--- src/rtl/lr_pkg.sv ---
package lr_pkg;
    localparam int BYTE_W    = 8;
    localparam int SEGS      = 12;
    localparam int ATTR_REGS = SEGS / 2 + 1;

    typedef enum logic [1:0] {
        HOLE_NONE = 2'b00,
        HOLE_LOW  = 2'b01,
        HOLE_HIGH = 2'b10,
        HOLE_RSVD = 2'b11
    } hole_e;

    typedef enum logic [1:0] {
        RG_HOLE,
        RG_BEYOND,
        RG_LEGACY,
        RG_PLAIN
    } region_e;
endpackage

--- src/rtl/lr_cfg_regs.sv ---
module lr_cfg_regs
    import lr_pkg::*;
#(
    parameter int ROWS   = 8,
    parameter int CFG_AW = 4
) (
    input  logic                                  clk,
    input  logic                                  rst_n,
    input  logic                                  we,
    input  logic [CFG_AW-1:0]                     idx,
    input  logic [BYTE_W-1:0]                     wdata,
    output logic [ATTR_REGS-1:0][BYTE_W-1:0]      attr_o,
    output hole_e                                 hole_o,
    output logic [ROWS-1:0][BYTE_W-1:0]           bound_o
);
    localparam int HOLE_IDX   = ATTR_REGS;
    localparam int BOUND_BASE = ATTR_REGS + 1;

    for (genvar k = 0; k < ATTR_REGS; k++) begin : g_attr
        always_ff @(posedge clk or negedge rst_n) begin
            if (!rst_n)
                attr_o[k] <= '0;
            else if (we && idx == CFG_AW'(k))
                attr_o[k] <= wdata;
        end
    end

    always_ff @(posedge clk or negedge rst_n) begin
        if (!rst_n)
            hole_o <= HOLE_NONE;
        else if (we && idx == CFG_AW'(HOLE_IDX))
            hole_o <= hole_e'(wdata[1:0]);
    end

    for (genvar r = 0; r < ROWS; r++) begin : g_bound
        always_ff @(posedge clk or negedge rst_n) begin
            if (!rst_n)
                bound_o[r] <= '0;
            else if (we && idx == CFG_AW'(BOUND_BASE + r))
                bound_o[r] <= wdata;
        end
    end

    // a boundary write lands in the addressed row byte
    p_bound_write_r2: assert property (@(posedge clk) disable iff (!rst_n)
        (we && int'(idx) >= BOUND_BASE && int'(idx) < BOUND_BASE + ROWS)
        |=> bound_o[int'($past(idx)) - BOUND_BASE] == $past(wdata));

    // an attribute write lands in the addressed attribute byte
    p_attr_write_r2: assert property (@(posedge clk) disable iff (!rst_n)
        (we && int'(idx) < ATTR_REGS)
        |=> attr_o[int'($past(idx))] == $past(wdata));
endmodule

--- src/rtl/lr_attr_decode.sv ---
module lr_attr_decode
    import lr_pkg::*;
(
    input  logic [ATTR_REGS-1:0][BYTE_W-1:0] attr_i,
    input  logic [3:0]                       seg_i,
    input  logic                             write_i,
    output logic                             permit_o
);
    logic [1:0] field;
    int unsigned reg_sel;

    always_comb begin
        reg_sel = 0;
        field   = '0;
        if (seg_i[3:2] == 2'b11) begin
            field = attr_i[0][5:4];
        end else begin
            reg_sel = 1 + int'(seg_i[3:1]);
            field   = seg_i[0] ? attr_i[reg_sel][5:4] : attr_i[reg_sel][1:0];
        end
        permit_o = write_i ? field[1] : field[0];
    end
endmodule

--- src/rtl/lr_row_lookup.sv ---
module lr_row_lookup
    import lr_pkg::*;
#(
    parameter int ROWS  = 8,
    parameter int HI_W  = 9,
    localparam int RW   = $clog2(ROWS)
) (
    input  logic                         clk,
    input  logic                         rst_n,
    input  logic [HI_W-1:0]              addr_hi_i,
    input  logic [ROWS-1:0][BYTE_W-1:0]  bound_i,
    output logic                         below_last_o,
    output logic [RW-1:0]                row_o
);
    logic [ROWS-1:0] below;

    for (genvar r = 0; r < ROWS; r++) begin : g_cmp
        assign below[r] = addr_hi_i < HI_W'(bound_i[r]);
    end

    always_comb begin
        row_o = '0;
        for (int r = ROWS - 1; r >= 0; r--) begin
            if (below[r]) row_o = RW'(r);
        end
    end

    assign below_last_o = below[ROWS-1];

    // the chosen row is one the address lies below
    p_row_below_r6: assert property (@(posedge clk) disable iff (!rst_n)
        below_last_o |-> addr_hi_i < HI_W'(bound_i[row_o]));

    // no lower row also contains the address
    p_row_first_r6: assert property (@(posedge clk) disable iff (!rst_n)
        (below_last_o && row_o != '0)
        |-> addr_hi_i >= HI_W'(bound_i[row_o - RW'(1)]));
endmodule

--- src/rtl/lr_addr_router.sv ---
module lr_addr_router
    import lr_pkg::*;
#(
    parameter int ADDR_W     = 32,
    parameter int ROWS       = 8,
    parameter int UNIT_SHIFT = 23,
    localparam int CFG_AW    = $clog2(ATTR_REGS + 1 + ROWS),
    localparam int RW        = $clog2(ROWS)
) (
    input  logic              clk,
    input  logic              rst_n,
    input  logic              cfg_we,
    input  logic [CFG_AW-1:0] cfg_idx,
    input  logic [7:0]        cfg_wdata,
    input  logic [ADDR_W-1:0] acc_addr,
    input  logic              acc_write,
    output logic              to_dram,
    output logic [RW-1:0]     row_idx
);
    localparam int HI_W = ADDR_W - UNIT_SHIFT;

    logic [ATTR_REGS-1:0][BYTE_W-1:0] attr;
    hole_e                            hole;
    logic [ROWS-1:0][BYTE_W-1:0]      bound;
    logic                             permit, below_last, in_hole, in_legacy;
    logic [RW-1:0]                    row_hit;
    region_e                          region;

    lr_cfg_regs #(.ROWS(ROWS), .CFG_AW(CFG_AW)) u_cfg (
        .clk(clk), .rst_n(rst_n), .we(cfg_we), .idx(cfg_idx),
        .wdata(cfg_wdata), .attr_o(attr), .hole_o(hole), .bound_o(bound)
    );

    lr_attr_decode u_attr (
        .attr_i(attr), .seg_i(acc_addr[17:14]), .write_i(acc_write),
        .permit_o(permit)
    );

    lr_row_lookup #(.ROWS(ROWS), .HI_W(HI_W)) u_row (
        .clk(clk), .rst_n(rst_n), .addr_hi_i(acc_addr[ADDR_W-1:UNIT_SHIFT]),
        .bound_i(bound), .below_last_o(below_last), .row_o(row_hit)
    );

    always_comb begin
        unique case (hole)
            HOLE_LOW:  in_hole = (acc_addr >> 17) == ADDR_W'(4);
            HOLE_HIGH: in_hole = (acc_addr >> 20) == ADDR_W'(15);
            default:   in_hole = 1'b0;
        endcase
        in_legacy = (acc_addr >> 18) == ADDR_W'(3);
    end

    always_comb begin
        if (in_hole)          region = RG_HOLE;
        else if (!below_last) region = RG_BEYOND;
        else if (in_legacy)   region = RG_LEGACY;
        else                  region = RG_PLAIN;
    end

    always_comb begin
        to_dram = 1'b0;
        row_idx = '0;
        unique case (region)
            RG_HOLE, RG_BEYOND: to_dram = 1'b0;
            RG_LEGACY:          to_dram = permit;
            RG_PLAIN:           to_dram = 1'b1;
        endcase
        if (to_dram) row_idx = row_hit;
    end

    // DRAM is never chosen at or above the last boundary
    p_dram_in_range_r7: assert property (@(posedge clk) disable iff (!rst_n)
        to_dram |-> acc_addr[ADDR_W-1:UNIT_SHIFT] < HI_W'(bound[ROWS-1]));

    // the low hole never reaches DRAM
    p_low_hole_r8: assert property (@(posedge clk) disable iff (!rst_n)
        (hole == HOLE_LOW && acc_addr >= ADDR_W'('h80000) && acc_addr <= ADDR_W'('h9FFFF))
        |-> !to_dram);

    // the high hole never reaches DRAM
    p_high_hole_r9: assert property (@(posedge clk) disable iff (!rst_n)
        (hole == HOLE_HIGH && acc_addr >= ADDR_W'('hF00000) && acc_addr <= ADDR_W'('hFFFFFF))
        |-> !to_dram);

    // I/O accesses carry row zero
    p_io_row_zero_r11: assert property (@(posedge clk) disable iff (!rst_n)
        !to_dram |-> row_idx == '0);
endmodule

--- config.mk ---
export PLATFORM = sky130hd
export DESIGN_NAME = lr_addr_router
export DESIGN_NICKNAME = d
export VERILOG_FILES = /design/src/rtl/lr_pkg.sv /design/src/rtl/lr_cfg_regs.sv /design/src/rtl/lr_attr_decode.sv /design/src/rtl/lr_row_lookup.sv /design/src/rtl/lr_addr_router.sv
export SDC_FILE = /design/constraint.sdc
export NUM_CORES = 1
export LEC_CHECK = 0
export BUFFER_PORTS_ARGS = -buffer_cell sky130_fd_sc_hd__clkbuf_2
export CORE_MARGIN = 3
export CORE_UTILIZATION = 32
export CTS_BUF_LIST = sky130_fd_sc_hd__clkbuf_8
export CTS_CLUSTER_DIAMETER = 60
export CTS_CLUSTER_SIZE = 16
export DETAILED_ROUTE_END_ITERATION = 8
export HOLD_SLACK_MARGIN = 0.12
export SLEW_MARGIN = 10
export SYNTH_ARGS = -nofsm -noshare
export SYNTH_HDL_FRONTEND = slang
export SYNTH_HIERARCHICAL = 1
export SYNTH_SLANG_ARGS = --single-unit
--- constraint.sdc ---
create_clock -name clk -period 2.5 [get_ports clk]
set_input_delay 0.375 -clock clk [delete_from_list [all_inputs] [get_ports clk]]
set_output_delay 0.375 -clock clk [all_outputs]
set_load 0.005 [all_outputs]
==> parameters.txt, run 1 <==
Parameter                              Value

Outcome
  Outcome ... finished with violations
  Violations in the final reports ... setup timing

Route
  Number of nets still failing antenna checks after routing ... 0
  Total number of vias ... 3,929
  Average wire length per cell after detail routing ... 16.4 um
  First DRT Iteration DRCs ... 159
  DRT Wirelength ... 13,000 um
  First-pass detailed-route iteration total ... 4
  DRC Markers ... 0
  Number of vias per cell ... 4.95

STA
  Fmax achieved ... 336 MHz
  Max-slew violation count ... 0
  Min setup slack post-route ... -0.477 ns
  Total count of hold-check failures in the final report ... 0
  Max-slew headroom ... 62.3%
  Final period util ... 119%
  Setup repair after global routing missed its margin ... true
  Endpoints failing setup ... 4
  Minimum period implied by the final worst setup slack ... 2.98 ns
  Final worst clock skew ... 0 ns
  Post-route setup TNS ... -1.84 ns
  Worst-margin pin slew ... 0.565 ns

Clock network
  Root buffer cell ... sky130_fd_sc_hd__clkbuf_8
  CTS max path bufs ... 2
  Number of buffers created by CTS ... 9
  # H-tree levels ... 3
  Number of sinks on the clock net ... 94
  Insertion delay to the later sink of the worst-skew pair ... 0.36 ns
  TritonCTS clock tree ... done
  Post-CTS clock slew at the launch and capture registers of the worst setup and hold paths ... 0.10 ns

Placement
  Number of placed cells counting well taps ... 774
  Buffers added on ports ... 37
  GPL Wtd Cong ... 0.881
  Detail Placement HPWL ... 9830 um

Floorplanning
  Horiz. Die Dim ... 139 um
  Num rows ... 47
  Core region area ... 16,900 um^2
  Initial cell density of the core ... 33.3%
  Die height ... 139 um
  I/O pins ... 52
  Total die area ... 19,200 um^2

Finish
  Layout cells sized above 1 ... 35.2%
  Most used cells in the layout excluding fill and tap cells ... sky130_fd_sc_hd__dfrtp_1 (94), sky130_fd_sc_hd__mux2_2 (73), sky130_fd_sc_hd__inv_1 (62)
  Ant diodes ... 0
  Net count of the finished layout ... 676
  Most common cell after layout, fill and taps aside ... sky130_fd_sc_hd__dfrtp_1
  Flip-flop and latch area ... 2350 um^2
  Final std cells w/o fill ... 794
  Multi-input logic area ... 3070 um^2
  Fillcell total ... 1,614
  Area added between synthesis and finish ... 18.6%

Pwr
  Lkg Pwr ... 3.15 nW
  Peak supply drop ... 0.274 mV
  Power per Cell Area ... 666 nW/um^2

Synthesis
  Per-instance average area after synthesis ... 11.3 um^2
  Total of warnings raised by yosys ... 6
  Synthesized instance count ... 496
  Syn_nets ... 603
  Netlist Area Pre-Place ... 5630 um^2

Worst setup path
  Arr. time, crit path ... 2.60 ns
  Worst path cell trace ... buf_8 > ha_4 > buf_4 > mux2i_1 > o22ai_1 > a211oi_2 > a2111oi_2 > or3_4 > o41ai_4 > buf_4 > nor3b_2 > buf_2
  Worst Path Class, Setup ... in -> out
  Max stage delay on crit path ... 0.37 ns
  Data required time at the worst endpoint ... 2.12 ns
  Reg-to-reg setup timing slack ... 1.67 ns
  CP Capture Type ... output pin
  Number of cells on the critical path ... 12
  Worst R2R End ... u_cfg/attr_o[36]$_DFFE_PN0P_
  Maximum fanout count along the critical path ... 8
  CP top delay family ... compound AO/OA/AOI/OAI gates
  Crit path max-delay cell type ... sky130_fd_sc_hd__or3_4
  Critical path buffers and inverters ... 4
  Critical path startpoint category ... input pin
  Cell count of the worst reg-to-reg path ... 1
  Origin of the critical flop-to-flop path ... u_cfg/attr_o[36]$_DFFE_PN0P_
  Top cell by count, worst path ... sky130_fd_sc_hd__buf_4

GRT
  Number of global-route vias before repair ... 4,135
  Antenna violations before repair ... 0
  Global-route wire length before repair ... 21,400 um
  Total congestion overflow after global routing ... 0
  Aggregate global-route resource usage ... 13.9%
  Largest net degree at the start of global routing ... 42

Min path
  Hold_sp ... cfg_wdata[2]
  Class of the worst hold path ... in -> reg
  Number of cells traversed by the worst hold path ... 2
  Terminating pin of the worst hold path ... u_cfg/bound_o[2]$_DFFE_PN0P_

Job
  Max Cap Viol ... 0
-- stage by stage --
step / cell area (um^2) / util [%] / hold slack, ns / setup slack, ns / power [mW]
6_report: 6670 / 39.5 / 0.344 / -0.477 / 4.44
4_1_cts: 6600 / 39.1 / 0.332 / -0.479 / 4.46
3_5_place_dp: 6340 / 37.6 / 0.399 / -0.563 / 3.45
2_1_floorplan: 5640 / - / 0.0794 / 0.0103 / 2.97
3_3_place_gp: 6340 / 37.6 / 0.396 / -0.477 / 3.36
5_1_grt: 6670 / 39.5 / 0.361 / -0.610 / 4.79
-- how the worst max path moves through the flow --
stage | startpoint | endpoint | slack [ns]
floorplan | acc_addr[16] | row_idx[0] | 0.01
global placement | acc_addr[15] | row_idx[2] | -0.48
detailed placement | acc_addr[16] | row_idx[0] | -0.56
CTS | u_cfg/bound_o[41]$_DFFE_PN0P_ | row_idx[2] | -0.48
global route | u_cfg/bound_o[26]$_DFFE_PN0P_ | row_idx[1] | -0.61
finish | acc_addr[15] | row_idx[2] | -0.48
-- layer usage --
metal | part of all wire [%] | global-route usage, %
met3 | 3.1 | 2.83
met2 | 50 | 23.9
met1 | 46 | 18.0
met5 | 0 | 0
met4 | 1.1 | 3.38
-- flip-flops by register name (all words and copies together) (netlist names) --
| name | flops |
|---|---|
| u_cfg/bound_o | 64 |
| u_cfg/hole_o | 2 |
| u_cfg/attr_o | 28 |
-- report_power, final --
| part | switching, mW | total (mW) | internal [mW] |
|---|---|---|---|
| combinational | 0.672 | 1.42 | 0.747 |
| sequential | 0.193 | 2.06 | 1.87 |
| clock | 0.563 | 0.959 | 0.396 |
| total | 1.43 | 4.44 | 3.01 |
-- area by class of cell --
class	count	area share [%]
sequential	94	35.3
clock buffer	10	2.06
tap	220	4.13
multi-input combinational	325	46.0
timing repair buffer	78	8.38
inverter	61	3.43
clock inverter	6	0.694
-- timing repair --
action	in CTS	in global routing
setup buffers	2	1
pin swaps	2	4
resized for setup	9	16
setup endpoints to repair	4	4
hold buffers	1	0
endpoints found under the hold margin	38	0
Power figures use the tool's default switching activity.
==> run 2, diff against run 1 <==
- BUFFER_PORTS_ARGS: -buffer_cell sky130_fd_sc_hd__clkbuf_2 -> unset
- DONT_BUFFER_PORTS: unset -> 1
- SLEW_MARGIN: 10 -> unset
==> run 2 against run 1 <==
- the run ends with hold timing, setup timing left
- setup slack better by 0.16 ns
- die area unchanged
- critical path depth fell by 3
- register-to-register slack worse by 0.08 ns
- flip-flop and latch count stayed put
- worst hold slack worse by 0.65 ns
- largest power group unchanged
- highest routed layer unchanged
==> parameters.txt, run 2 (synthesis results as in run 1) <==
Parameter                              Value

Outcome
  Outcome ... finished with violations
  Violations in the final reports ... hold timing, setup timing

Floorplanning
  I/O pins ... 52
  Die height ... 139 um
  Num rows ... 47
  Total die area ... 19,200 um^2
  Initial cell density of the core ... 33.3%
  Core region area ... 16,900 um^2
  Horiz. Die Dim ... 139 um

Finish
  Registers with the most flip-flops ... u_cfg/bound_o (64), u_cfg/attr_o (28), u_cfg/hole_o (2)
  Area added between synthesis and finish ... 13.7%
  Cell area after layout ... 6390 um^2
  Layout cells sized above 1 ... 28.4%
  Ant diodes ... 0
  Max reg flops ... 64
  Register with the most flip-flops ... u_cfg/bound_o
  Final std cells w/o fill ... 738
  Most common cell after layout, fill and taps aside ... sky130_fd_sc_hd__dfrtp_1
  Core occupancy in the finished layout ... 37.9%
  Net count of the finished layout ... 620
  Most used cells in the layout excluding fill and tap cells ... sky130_fd_sc_hd__dfrtp_1 (94), sky130_fd_sc_hd__mux2_2 (73), sky130_fd_sc_hd__inv_1 (61)

Worst setup path
  CP top delay family ... compound AO/OA/AOI/OAI gates
  Maximum fanout count along the critical path ... 2
  Critical path startpoint category ... register
  Reg-to-reg setup timing slack ... 1.59 ns
  Max stage delay on crit path ... 0.39 ns
  Critical path buffers and inverters ... 2
  Data required time at the worst endpoint ... 2.12 ns
  Worst R2R End ... u_cfg/attr_o[5]$_DFFE_PN0P_
  Origin of the critical flop-to-flop path ... u_cfg/attr_o[5]$_DFFE_PN0P_
  Number of cells on the critical path ... 9
  Crit path max-delay cell type ... sky130_fd_sc_hd__dfrtp_1
  Critical path origin ... u_cfg/bound_o[42]$_DFFE_PN0P_
  CP Capture Type ... output pin
  Cell count of the worst reg-to-reg path ... 2
  Top cell by count, worst path ... sky130_fd_sc_hd__o211ai_1
  Worst Path Class, Setup ... reg -> out
  Arr. time, crit path ... 2.44 ns
  Worst path cell trace ... inv_1 > ha_1 > o211ai_1 > o21ai_2 > a2111oi_4 > buf_4 > o211ai_1 > a21oi_2 > nor3b_4

Placement
  Placed standard-cell area ... 5920 um^2
  Buffers added on ports ... 0
  Number of placed cells counting well taps ... 711
  Detail Placement HPWL ... 9300 um
  GPL Wtd Cong ... 0.812
  Worst Setup Slack post-DPL ... -0.365 ns

GRT
  Total congestion overflow after global routing ... 0
  Number of global-route vias before repair ... 4,069
  Antenna violations before repair ... 0
  Global-route wire length before repair ... 21,600 um
  Largest net degree at the start of global routing ... 95
  Aggregate global-route resource usage ... 14.2%

Job
  Max Cap Viol ... 0

STA
  Fmax achieved ... 355 MHz
  Post-route worst hold slack ... -0.308 ns
  Post-route setup TNS ... -1.17 ns
  Final worst clock skew ... 0 ns
  Endpoints failing setup ... 4
  Minimum period implied by the final worst setup slack ... 2.82 ns
  Max-slew violation count ... 0
  Min setup slack post-route ... -0.316 ns
  Setup repair after global routing missed its margin ... true
  Worst-margin pin slew ... 0.804 ns
  Total count of hold-check failures in the final report ... 94
  Max-slew headroom ... 46.3%
  Final period util ... 113%

Clock network
  Root buffer cell ... sky130_fd_sc_hd__clkbuf_8
  Number of sinks on the clock net ... 94
  TritonCTS clock tree ... done
  # H-tree levels ... 3
  Insertion delay to the later sink of the worst-skew pair ... 0.37 ns
  Number of buffers created by CTS ... 9
  Post-CTS clock slew at the launch and capture registers of the worst setup and hold paths ... 0.09 ns
  CTS max path bufs ... 2

Pwr
  Power per Cell Area ... 702 nW/um^2
  Final Power ... 4.49 mW
  Lkg Pwr ... 2.90 nW
  Peak supply drop ... 0.335 mV

Route
  Average wire length per cell after detail routing ... 18.0 um
  First DRT Iteration DRCs ... 163
  Total number of vias ... 3,762
  Number of vias per cell ... 5.10
  DRT Wirelength ... 13,300 um
  Number of nets still failing antenna checks after routing ... 0
  First-pass detailed-route iteration total ... 4
  DRC Markers ... 0

Min path
  Class of the worst hold path ... in -> async
-- run 2: cell type report --
class,count,area (um^2)
clock buffers,9,124
flip-flops and latches,94,2350
well taps,220,275
fillers,1638,10500
multi-input cells,325,3140
repair buffers,22,189
inverters,61,229
clock inverters,7,90.1
-- run 2: worst max-delay path by stage --
stage,endpoint,slack [ns]
2_1_floorplan,row_idx[0],0.01
3_3_place_gp,to_dram,-0.24
3_5_place_dp,to_dram,-0.36
4_1_cts,row_idx[2],-0.33
5_1_grt,row_idx[0],-0.48
6_report,row_idx[0],-0.32
-- run 2: where the power goes --
| part | switching, mW | total, mW | internal [mW] |
|---|---|---|---|
| sequential | 0.186 | 2.06 | 1.87 |
| combinational | 0.608 | 1.33 | 0.726 |
| clock | 0.543 | 1.10 | 0.558 |
| total | 1.34 | 4.49 | 3.16 |
-- run 2: worst reg2reg max path, cell delays in order, from the launching register on --
cell	delay [ns]
sky130_fd_sc_hd__dfrtp_1	0.40
sky130_fd_sc_hd__buf_4	0.14
sky130_fd_sc_hd__mux2_2	0.26
-- run 2: what timing repair did --
action                                  4_1_cts  5_1_grt
hold buffers                                  5        3
gates resized for setup                      20       12
pin swaps                                     8        2
buffers inserted                              2        1
hold endpoints to repair                    100       97
endpoints found under the setup margin        4        4
-- run 2: per-layer routing --
| layer | GRT usage, % | wire [um] |
|---|---|---|
| met5 | 0 | 0 |
| met2 | 25.0 | 6820 |
| met1 | 17.2 | 5660 |
| met3 | 3.72 | 600 |
| met4 | 4.11 | 176 |
